$ cat src/rtl/cfb_pkg.sv
package cfb_pkg;

  typedef enum logic {
    REG_DATA = 1'b0,
    REG_CTRL = 1'b1
  } cfb_reg_e;

  // control register bit positions (software-visible)
  localparam int CTL_RIE  = 0;
  localparam int CTL_WIE  = 1;
  localparam int CTL_RPND = 8;
  localparam int CTL_WPND = 9;
  localparam int CTL_ACT  = 10;
  // data register valid flag
  localparam int DAT_VLD  = 15;

  typedef struct packed {
    logic rie;
    logic wie;
    logic act;
  } cfb_ctl_t;

endpackage

$ cat src/rtl/cfb_rst_sync.sv
module cfb_rst_sync (
  input  logic clk,
  input  logic rst_n,
  output logic srst_n
);
  logic [1:0] sync_q;

  always_ff @(posedge clk or negedge rst_n) begin
    if (!rst_n) sync_q <= 2'b00;
    else        sync_q <= {sync_q[0], 1'b1};
  end

  assign srst_n = sync_q[1];
endmodule

$ cat src/rtl/cfb_fifo.sv
module cfb_fifo #(
  parameter int AW = 6,
  parameter int W  = 8
) (
  input  logic          clk,
  input  logic          rst_n,
  input  logic          push,
  input  logic [W-1:0]  din,
  input  logic          pop,
  output logic [W-1:0]  dout,
  output logic [AW:0]   count,
  output logic          full,
  output logic          empty
);
  localparam int DEPTH = 1 << AW;

  logic [W-1:0] mem [DEPTH];
  logic [AW:0]  wptr_q, wptr_d;
  logic [AW:0]  rptr_q, rptr_d;
  logic         do_push, do_pop;

  assign count   = wptr_q - rptr_q;
  assign full    = (count == (AW+1)'(DEPTH));
  assign empty   = (count == '0);
  assign do_push = push && !full;
  assign do_pop  = pop && !empty;
  assign dout    = mem[rptr_q[AW-1:0]];

  always_comb begin
    wptr_d = wptr_q;
    rptr_d = rptr_q;
    if (do_push) wptr_d = wptr_q + 1'b1;
    if (do_pop)  rptr_d = rptr_q + 1'b1;
  end

  always_ff @(posedge clk or negedge rst_n) begin
    if (!rst_n) begin
      wptr_q <= '0;
      rptr_q <= '0;
    end else begin
      wptr_q <= wptr_d;
      rptr_q <= rptr_d;
    end
  end

  // storage carries no reset; written only under its enable
  always_ff @(posedge clk) begin
    if (do_push) mem[wptr_q[AW-1:0]] <= din;
  end
endmodule

$ cat src/rtl/cfb_irq.sv
module cfb_irq #(
  parameter int RD_AW     = 6,
  parameter int WR_AW     = 6,
  parameter int RD_THRESH = 8,
  parameter int WR_THRESH = 8
) (
  input  logic         clk,
  input  logic         rst_n,
  input  logic [RD_AW:0] rd_cnt,
  input  logic [WR_AW:0] wr_cnt,
  input  logic         eos,
  input  logic         rie,
  input  logic         wie,
  output logic         rd_pend,
  output logic         wr_pend,
  output logic         irq
);
  localparam int RD_DEPTH = 1 << RD_AW;

  logic [RD_AW:0] rd_free;
  logic rd_pend_d, wr_pend_d, irq_d;

  assign rd_free = (RD_AW+1)'(RD_DEPTH) - rd_cnt;

  always_comb begin
    rd_pend_d = (int'(rd_free) <= RD_THRESH) || (eos && (rd_cnt != '0));
    wr_pend_d = (int'(wr_cnt) <= WR_THRESH);
    irq_d     = (rd_pend_d && rie) || (wr_pend_d && wie);
  end

  always_ff @(posedge clk or negedge rst_n) begin
    if (!rst_n) begin
      rd_pend <= 1'b0;
      wr_pend <= 1'b0;
      irq     <= 1'b0;
    end else begin
      rd_pend <= rd_pend_d;
      wr_pend <= wr_pend_d;
      irq     <= irq_d;
    end
  end
endmodule

$ cat src/rtl/chr_fifo_bridge.sv
module chr_fifo_bridge
  import cfb_pkg::*;
#(
  parameter int RD_AW     = 6,
  parameter int WR_AW     = 6,
  parameter int RD_THRESH = 8,
  parameter int WR_THRESH = 8
) (
  input  logic        clk,
  input  logic        rst_n,
  input  logic        bus_sel,
  input  logic        bus_wr,
  input  logic        bus_addr,
  input  logic [31:0] bus_wdata,
  output logic [31:0] bus_rdata,
  input  logic        h_in_valid,
  input  logic [7:0]  h_in_data,
  output logic        h_in_ready,
  output logic        h_out_valid,
  output logic [7:0]  h_out_data,
  input  logic        h_out_ready,
  input  logic        h_eos,
  input  logic        h_poll,
  output logic        irq
);
  localparam int WR_DEPTH = 1 << WR_AW;

  logic srst_n;
  cfb_rst_sync u_rst (.clk(clk), .rst_n(rst_n), .srst_n(srst_n));

  // ---------------- access decode ----------------
  cfb_reg_e sel_reg;
  logic rd_acc, wr_acc;
  logic dat_rd, dat_wr, ctl_rd, ctl_wr;

  assign sel_reg = cfb_reg_e'(bus_addr);
  assign rd_acc  = bus_sel && !bus_wr;
  assign wr_acc  = bus_sel &&  bus_wr;
  assign dat_rd  = rd_acc && (sel_reg == REG_DATA);
  assign dat_wr  = wr_acc && (sel_reg == REG_DATA);
  assign ctl_rd  = rd_acc && (sel_reg == REG_CTRL);
  assign ctl_wr  = wr_acc && (sel_reg == REG_CTRL);

  // ---------------- FIFOs ----------------
  logic [7:0]     rd_head;
  logic [RD_AW:0] rd_cnt;
  logic           rd_full, rd_empty;
  logic [WR_AW:0] wr_cnt;
  logic           wr_full, wr_empty;

  cfb_fifo #(.AW(RD_AW), .W(8)) u_rd_fifo (
    .clk(clk), .rst_n(srst_n),
    .push(h_in_valid), .din(h_in_data),
    .pop(dat_rd), .dout(rd_head),
    .count(rd_cnt), .full(rd_full), .empty(rd_empty)
  );

  cfb_fifo #(.AW(WR_AW), .W(8)) u_wr_fifo (
    .clk(clk), .rst_n(srst_n),
    .push(dat_wr), .din(bus_wdata[7:0]),
    .pop(h_out_ready), .dout(h_out_data),
    .count(wr_cnt), .full(wr_full), .empty(wr_empty)
  );

  assign h_in_ready  = !rd_full;
  assign h_out_valid = !wr_empty;

  // ---------------- control state ----------------
  cfb_ctl_t ctl_q, ctl_d;

  always_comb begin
    ctl_d = ctl_q;
    if (ctl_wr) begin
      ctl_d.rie = bus_wdata[CTL_RIE];
      ctl_d.wie = bus_wdata[CTL_WIE];
      if (bus_wdata[CTL_ACT]) ctl_d.act = 1'b0;
    end
    if (h_poll) ctl_d.act = 1'b1;
  end

  always_ff @(posedge clk or negedge srst_n) begin
    if (!srst_n) ctl_q <= '0;
    else         ctl_q <= ctl_d;
  end

  // ---------------- interrupt ----------------
  logic rd_pend_q, wr_pend_q;

  cfb_irq #(
    .RD_AW(RD_AW), .WR_AW(WR_AW),
    .RD_THRESH(RD_THRESH), .WR_THRESH(WR_THRESH)
  ) u_irq (
    .clk(clk), .rst_n(srst_n),
    .rd_cnt(rd_cnt), .wr_cnt(wr_cnt), .eos(h_eos),
    .rie(ctl_q.rie), .wie(ctl_q.wie),
    .rd_pend(rd_pend_q), .wr_pend(wr_pend_q), .irq(irq)
  );

  // ---------------- read data ----------------
  logic [WR_AW:0] wr_free;
  logic [RD_AW:0] rd_left;
  logic [31:0]    dat_word, ctl_word, rdata_d;
  logic [31:0]    rdata_q;

  assign wr_free = (WR_AW+1)'(WR_DEPTH) - wr_cnt;
  assign rd_left = rd_cnt - 1'b1;

  always_comb begin
    dat_word = '0;
    if (!rd_empty) begin
      dat_word[7:0]    = rd_head;
      dat_word[DAT_VLD] = 1'b1;
      dat_word[31:16]  = 16'(rd_left);
    end
    ctl_word = '0;
    ctl_word[CTL_RIE]  = ctl_q.rie;
    ctl_word[CTL_WIE]  = ctl_q.wie;
    ctl_word[CTL_RPND] = rd_pend_q;
    ctl_word[CTL_WPND] = wr_pend_q;
    ctl_word[CTL_ACT]  = ctl_q.act;
    ctl_word[31:16]    = 16'(wr_free);
    rdata_d = ctl_rd ? ctl_word : dat_word;
  end

  always_ff @(posedge clk or negedge srst_n) begin
    if (!srst_n)     rdata_q <= '0;
    else if (rd_acc) rdata_q <= rdata_d;
  end

  assign bus_rdata = rdata_q;

  logic unused_wdata;
  assign unused_wdata = ^{bus_wdata[31:11], bus_wdata[9:8], bus_wdata[7:2], wr_full};
endmodule

$ cat config.mk
export PLATFORM = sky130hd
export DESIGN_NAME = chr_fifo_bridge
export DESIGN_NICKNAME = d
export VERILOG_FILES = /design/src/rtl/cfb_pkg.sv /design/src/rtl/cfb_rst_sync.sv /design/src/rtl/cfb_fifo.sv /design/src/rtl/cfb_irq.sv /design/src/rtl/chr_fifo_bridge.sv
export SDC_FILE = /design/constraint.sdc
export NUM_CORES = 1
export LEC_CHECK = 0
export BUFFER_PORTS_ARGS = -buffer_cell sky130_fd_sc_hd__buf_2
export CORE_MARGIN = 5
export CORE_UTILIZATION = 60
export CTS_BUF_LIST = sky130_fd_sc_hd__clkbuf_16
export DETAILED_ROUTE_END_ITERATION = 8
export PLACE_DENSITY = 0.77
export SKIP_LAST_GASP = 1
export SLEW_MARGIN = 15
export SYNTH_ARGS = -nofsm -noshare
export SYNTH_HDL_FRONTEND = slang
export SYNTH_SLANG_ARGS = --single-unit
$ cat constraint.sdc
create_clock -name clk -period 5.6 [get_ports clk]
set_input_delay 0 -clock clk [delete_from_list [all_inputs] [get_ports clk]]
set_output_delay 0 -clock clk [all_outputs]
set_load 0.005 [all_outputs]
* After elaboration in Yosys (flattened, before gate mapping)
Memory sizes are Yosys's and may differ from the RTL's. Index checks and enable logic that the tools add are counted.
Operators by class: add/sub/neg operators 9, magnitude comparators 2, eq/ne operators 2, mux-type cells 10, bitwise gates (word level) 1, reductions and logical operators 26
Operators with widths (number):
- $add A7 B1 Y7 const B | 4
- $mux W23 | 1
- $mux W8 | 2
- $eq A7 B7 Y1 const B | 2
- $le A7 B4 Y1 const B | 2
- $logic_not A7 Y1 | 2
- $sub A7 B7 Y7 | 2
- $sub A7 B7 Y7 const A | 2
- $logic_and A1 B1 Y1 | 13
- $mux W1 | 7
- $reduce_bool A7 Y1 | 1
- $sub A7 B1 Y7 const B | 1
- $logic_not A1 Y1 | 5
- $reduce_bool A2 Y1 | 2
- $logic_or A1 B1 Y1 | 2
- $reduce_and A2 Y1 | 1
- $not A1 Y1 | 1
Word-level totals: flip-flop bits (word level) 68, memory bits (writable) 1024, bits of input ports 49, output and inout port bits 43, logic and storage cells 64, memories 2
Memory list:
- u_rd_fifo.mem | depth 64, width 8, rd ports 1, clocked after Yosys merged registers in 0, wr ports 1, RTL line cfb_fifo.sv:17 | logic [W-1:0] mem [DEPTH];
- u_wr_fifo.mem | depth 64, width 8, rd ports 1, clocked after Yosys merged registers in 0, wr ports 1, RTL line cfb_fifo.sv:17

* Longest topological paths before layout
depth in word-level cells 6, mapped depth 14, depth with buffers taken out 11

* Hierarchy
Synthesis repeated with hierarchy kept, for this count alone.
Second synthesis, totals: cells, all modules 2268, area total of the unflattened synthesis 43232.7 um2
Modules (own cells, without submodules):
- cfb_fifo at u_rd_fifo | times used 1, cells each 1079, area an instance 20970.1 um2, seq. area each 15725.1 um2
- cfb_fifo at u_wr_fifo | times used 1, cells each 1048, area an instance 20817.5 um2, seq. area each 15725.1 um2
- chr_fifo_bridge | times used 1, cells each 125, area an instance 1217.4 um2, seq. area each 550.5 um2
- cfb_irq | times used 1, cells each 13, area an instance 173.9 um2, seq. area each 75.1 um2
- cfb_rst_sync | times used 1, cells each 3, area an instance 53.8 um2, seq. area each 50.0 um2

* Worst setup path after synthesis
No wires, ideal clock.
kind reg-to-reg, start point register u_wr_fifo.rptr_q[1], end point memory u_wr_fifo.mem[63][0] (enable), library setup time 0.371 ns, arrival 3.578 ns, required time 5.229 ns, setup slack 1.652 ns, cell stages (with the launch flop) 15, buffers on the path 5, clock period less this slack 3.948 ns, cells stage by stage dfrtp_1 clkbuf_1 clkbuf_1 clkbuf_1 inv_1 fa_1 a21oi_1 o211ai_1 a21oi_1 xor2_1 o31ai_2 buf_2 or3_1 buf_2 nor2_1
Between the ends: word-level cells in the longest chain between the ends 6
Ends and longest elaborated chain:
- start, declared | RTL line cfb_fifo.sv:19 | logic [AW:0] rptr_q, rptr_d;
- start signal, assigned | RTL line cfb_fifo.sv:42 | rptr_q <= rptr_d;
- $sub A7 B7 Y7 | RTL line cfb_fifo.sv:22 | assign count = wptr_q - rptr_q;
- $eq A7 B7 Y1 | RTL line cfb_fifo.sv:23 | assign full = (count == (AW+1)'(DEPTH));
- $logic_not A1 Y1 | RTL line cfb_fifo.sv:25 | assign do_push = push && !full;
- $logic_and A1 B1 Y1 | RTL line cfb_fifo.sv:25
- $mux W1 | RTL line cfb_fifo.sv:48 | if (do_push) mem[wptr_q[AW-1:0]] <= din;
- $mux W1 (not written as such) | RTL line cfb_fifo.sv:48
- end, declared | RTL line cfb_fifo.sv:17
Every way passes these cells.

* Worst setup path in the final report
start point register u_rd_fifo.rptr_q[3], end point memory u_rd_fifo.mem[41][1] (enable)
Between the ends: word-level cells in the longest chain between the ends 6
Ends and longest elaborated chain (RTL line):
- start, declared | cfb_fifo.sv:19
- start signal, assigned | cfb_fifo.sv:42
- $sub A7 B7 Y7 | cfb_fifo.sv:22
- $eq A7 B7 Y1 | cfb_fifo.sv:23
- $logic_not A1 Y1 | cfb_fifo.sv:25
- $logic_and A1 B1 Y1 | cfb_fifo.sv:25
- $mux W1 | cfb_fifo.sv:48
- $mux W1 (not written as such) | cfb_fifo.sv:48
- end, declared | cfb_fifo.sv:17
Every way passes these cells.

==> impl_results.md <==
- Status: complete, but fails checks
- Failing checks: design-rule violations
- Core Box Area: 0.0711 mm^2
- Bufs on Longest Clock Path: 3
- Period utilisation layout: 90.0%
- Worst EP required: 5880 ps
- Fmax: 198 MHz
- FF+latch count, synth: 1,079
- Worst-path clk slew: 60 ps
- Instance area at placement: 0.0440 mm^2
- Synth warn: 0
- Resize count post-CTS: 0
- Most common cell after layout, fill and taps aside: edfxtp_1
- Tightest Pin Transition: 1200 ps
- Synth unique cells: 65
- Initial DRC count: 2,757
- Setup Buffers After CTS: 0
- FILL cells: 4,422
- Worst Path Max Fanout: 16
- Synth Flop Type: edfxtp_1
- Die height: 277 um
- Ordered cell list for the critical path: inv_1, ha_1, o21a_1, o21a_1, o311ai_1, nor4_2, o21ai_1, nand4b_1, nor2_1
- Number of global-route vias before repair: 21,769
- # rows: 98
- Pins Over Slew Limit: 0
- IO Count: 92
- DRT antenna net count: 0
- Synth async-reset ratio: 5.10%
- Max cap viols: 0
- Largest net degree at the start of global routing: 118
- GRT Resource Usage Total: 25.0%
- Area leader, netlist: edfxtp_1
- Yosys top cell area share: 71.8%
- CP max-delay cell: nand4b_1
- Vias per cell: 6.57
- DR WL/cell: 29.8 um
- Crit path launch type: register
- First-pass GRT wire length: 143,000 um
- Post-Route WL: 95,900 um
- Synth top area cells: edfxtp_1, mux4_2, dfrtp_1
- Setup slack, reg-to-reg: 560 ps
- Die area: 0.0768 mm^2
- Syn-to-layout area delta: 10.7%
- CP endpoint kind: register
- Final Setup Violations: 0
- H-tree Lvls: 3
- Min cycle time layout: 5040 ps
- Post-Synthesis Cells: 2,094
- Crit Path Category: reg -> reg
- Final Hold Fails: 0
- GPL Wtd Cong: 0.822
- PD cells: 485 mW/mm^2
- Synth Area per Inst: 20.4 um^2
- Clk_skew: 12.3 ps
- Crit-path most repeated cell: o21a_1
- Die width: 277 um
- Share of layout cells above drive strength 1: 23.7%
- LEAKAGE: 15.2 nW
- Initial antenna violation count: 2
- Worst rel slew slack: 20.2%
- Setup_tns: 0 ps
- Initial core utilization: 60.2%
- Final nets: 2,257
- Worst VDD drop: 0.354 mV
- Clock Latency Late Sink: 660 ps
- Power consumption: 23.0 mW
- Hold Crit Class: in -> reg
- Root Driver: clkbuf_16
- Design area: 0.0474 mm^2
- IO Port Bufs: 55
- Most frequent cells in the layout: edfxtp_1, mux4_2, nor2_1, clkbuf_16, nand2_1
- Vias: 21,161
- Drt drc: 2
- Post-synth EDFFs: 1,024
- Worst path max stage delay: 950 ps
- GRT Residual Overflow: 0
- Crit path DAT: 5320 ps
- CTS tree: built
- WHS: 40.1 ps
- Total CTS buffers: 101
- Syn Std Cell Area: 0.0428 mm^2
- Clock sinks: 1,079
- Hpwl dp: 54,900 um
- Unrepaired setup endpoints after global routing: no
- Post-synthesis sequential area ratio: 75.0%
- Drt pass-1 iters: 7
area by class of cell:
type	instances	area, um^2	share of cell area [%]
sequential	1079	32100	67.8
multi-input combinational	871	10000	21.1
clock buffer	102	2550	5.38
tap	950	1190	2.51
timing repair buffer	109	798	1.68
clock inverter	84	618	1.30
inverter	26	97.6	0.206
antenna	1	2.50	0.00528
worst max-delay path, delay by kind of cell (launching register included):
kind | cells | cell delay, ps
AND/OR/NAND/NOR | 3 | 2060
adder cells (fa/ha/maj) | 1 | 400
AO/OA/AOI/OAI | 4 | 1240
flip-flops | 1 | 820
buffers and inverters | 1 | 150
state kept, by name, indices dropped and copies added, names as in the netlist:
name,flops
bus_rdata,19
ctl_q,3
u_irq.irq,1
u_irq.rd_pend,1
u_irq.wr_pend,1
u_rd_fifo.mem,512
u_rd_fifo.rptr_q,7
u_rd_fifo.wptr_q,7
u_rst.sync_q,2
u_wr_fifo.mem,512
u_wr_fifo.rptr_q,7
u_wr_fifo.wptr_q,7
synthesized netlist by cell type (13+ instances only):
cell,instances
edfxtp_1,1024
mux4_2,291
nor2_1,183
nand2_1,66
clkbuf_1,60
dfrtp_1,55
mux2i_1,33
xnor2_1,32
nand3_1,28
buf_4,26
a21oi_1,23
buf_2,23
inv_1,23
buf_1,18
ha_1,18
o21ai_0,16
a221oi_1,13
worst paths after layout:
| check | startpoint | end | cells after the start |
|---|---|---|---|
| worst min register to register | u_rst.sync_q[0]$_DFF_PN0_ | u_rst.sync_q[1]$_DFF_PN0_ | 0 |
| worst max-delay path | u_rd_fifo.rptr_q[3]$_DFFE_PN0P_ | u_rd_fifo.mem[41][1]$_DFFE_PP_ | 9 |
| worst max register to register | u_rd_fifo.rptr_q[3]$_DFFE_PN0P_ | u_rd_fifo.mem[41][1]$_DFFE_PP_ | 9 |
| worst min-delay path | bus_wdata[0] | u_wr_fifo.mem[24][0]$_DFFE_PP_ | 2 |
| min in group asynchronous | rst_n | u_rst.sync_q[0]$_DFF_PN0_ | 3 |
| max in group asynchronous | u_rst.sync_q[1]$_DFF_PN0_ | u_rd_fifo.rptr_q[0]$_DFFE_PN0P_ | 1 |
report_power, final:
part           total (mW)  internal (mW)  switching (mW)
logic                6.94           3.13            3.81
clock network        6.57           3.64            2.92
registers            9.49           9.15           0.337
logic make-up (layout without fill, tap and decap cells):
logic type,Yosys count,in the layout,share of synthesized area (%)
adders and majority gates,20,20,0.619
AOI/OAI and AO/OA,120,120,1.96
xor gates and xnor gates,40,40,0.818
buffers and inverters,156,321,1.72
DFF,1079,1079,75.0
other,2,15,0.0175
muxes,330,330,16.2
and+or+nand+nor,347,347,3.61
per-layer routing:
metal	track usage, %	wire [um]	vias up
met5	0	13	-
met4	7.77	3520	2
met3	4.19	7740	232
met2	42.4	49200	1223
met1	34.2	35500	10988
li1	-	-	8716
through the flow:
stage	setup slack (ps)	std cells	utilization (%)
floorplan	1650	2106	-
global placement	907	3010	61.8
detailed placement	802	3010	61.8
CTS	725	3209	66.4
global route	427	3221	66.7
finish	562	3222	66.7
what timing repair did:
action | 4_1_cts | 5_1_grt
hold buffers | 13 | 12
endpoints found under the hold margin | 50 | 768
endpoints found under the setup margin | 0 | 0
(Power assumes the default switching activity.)
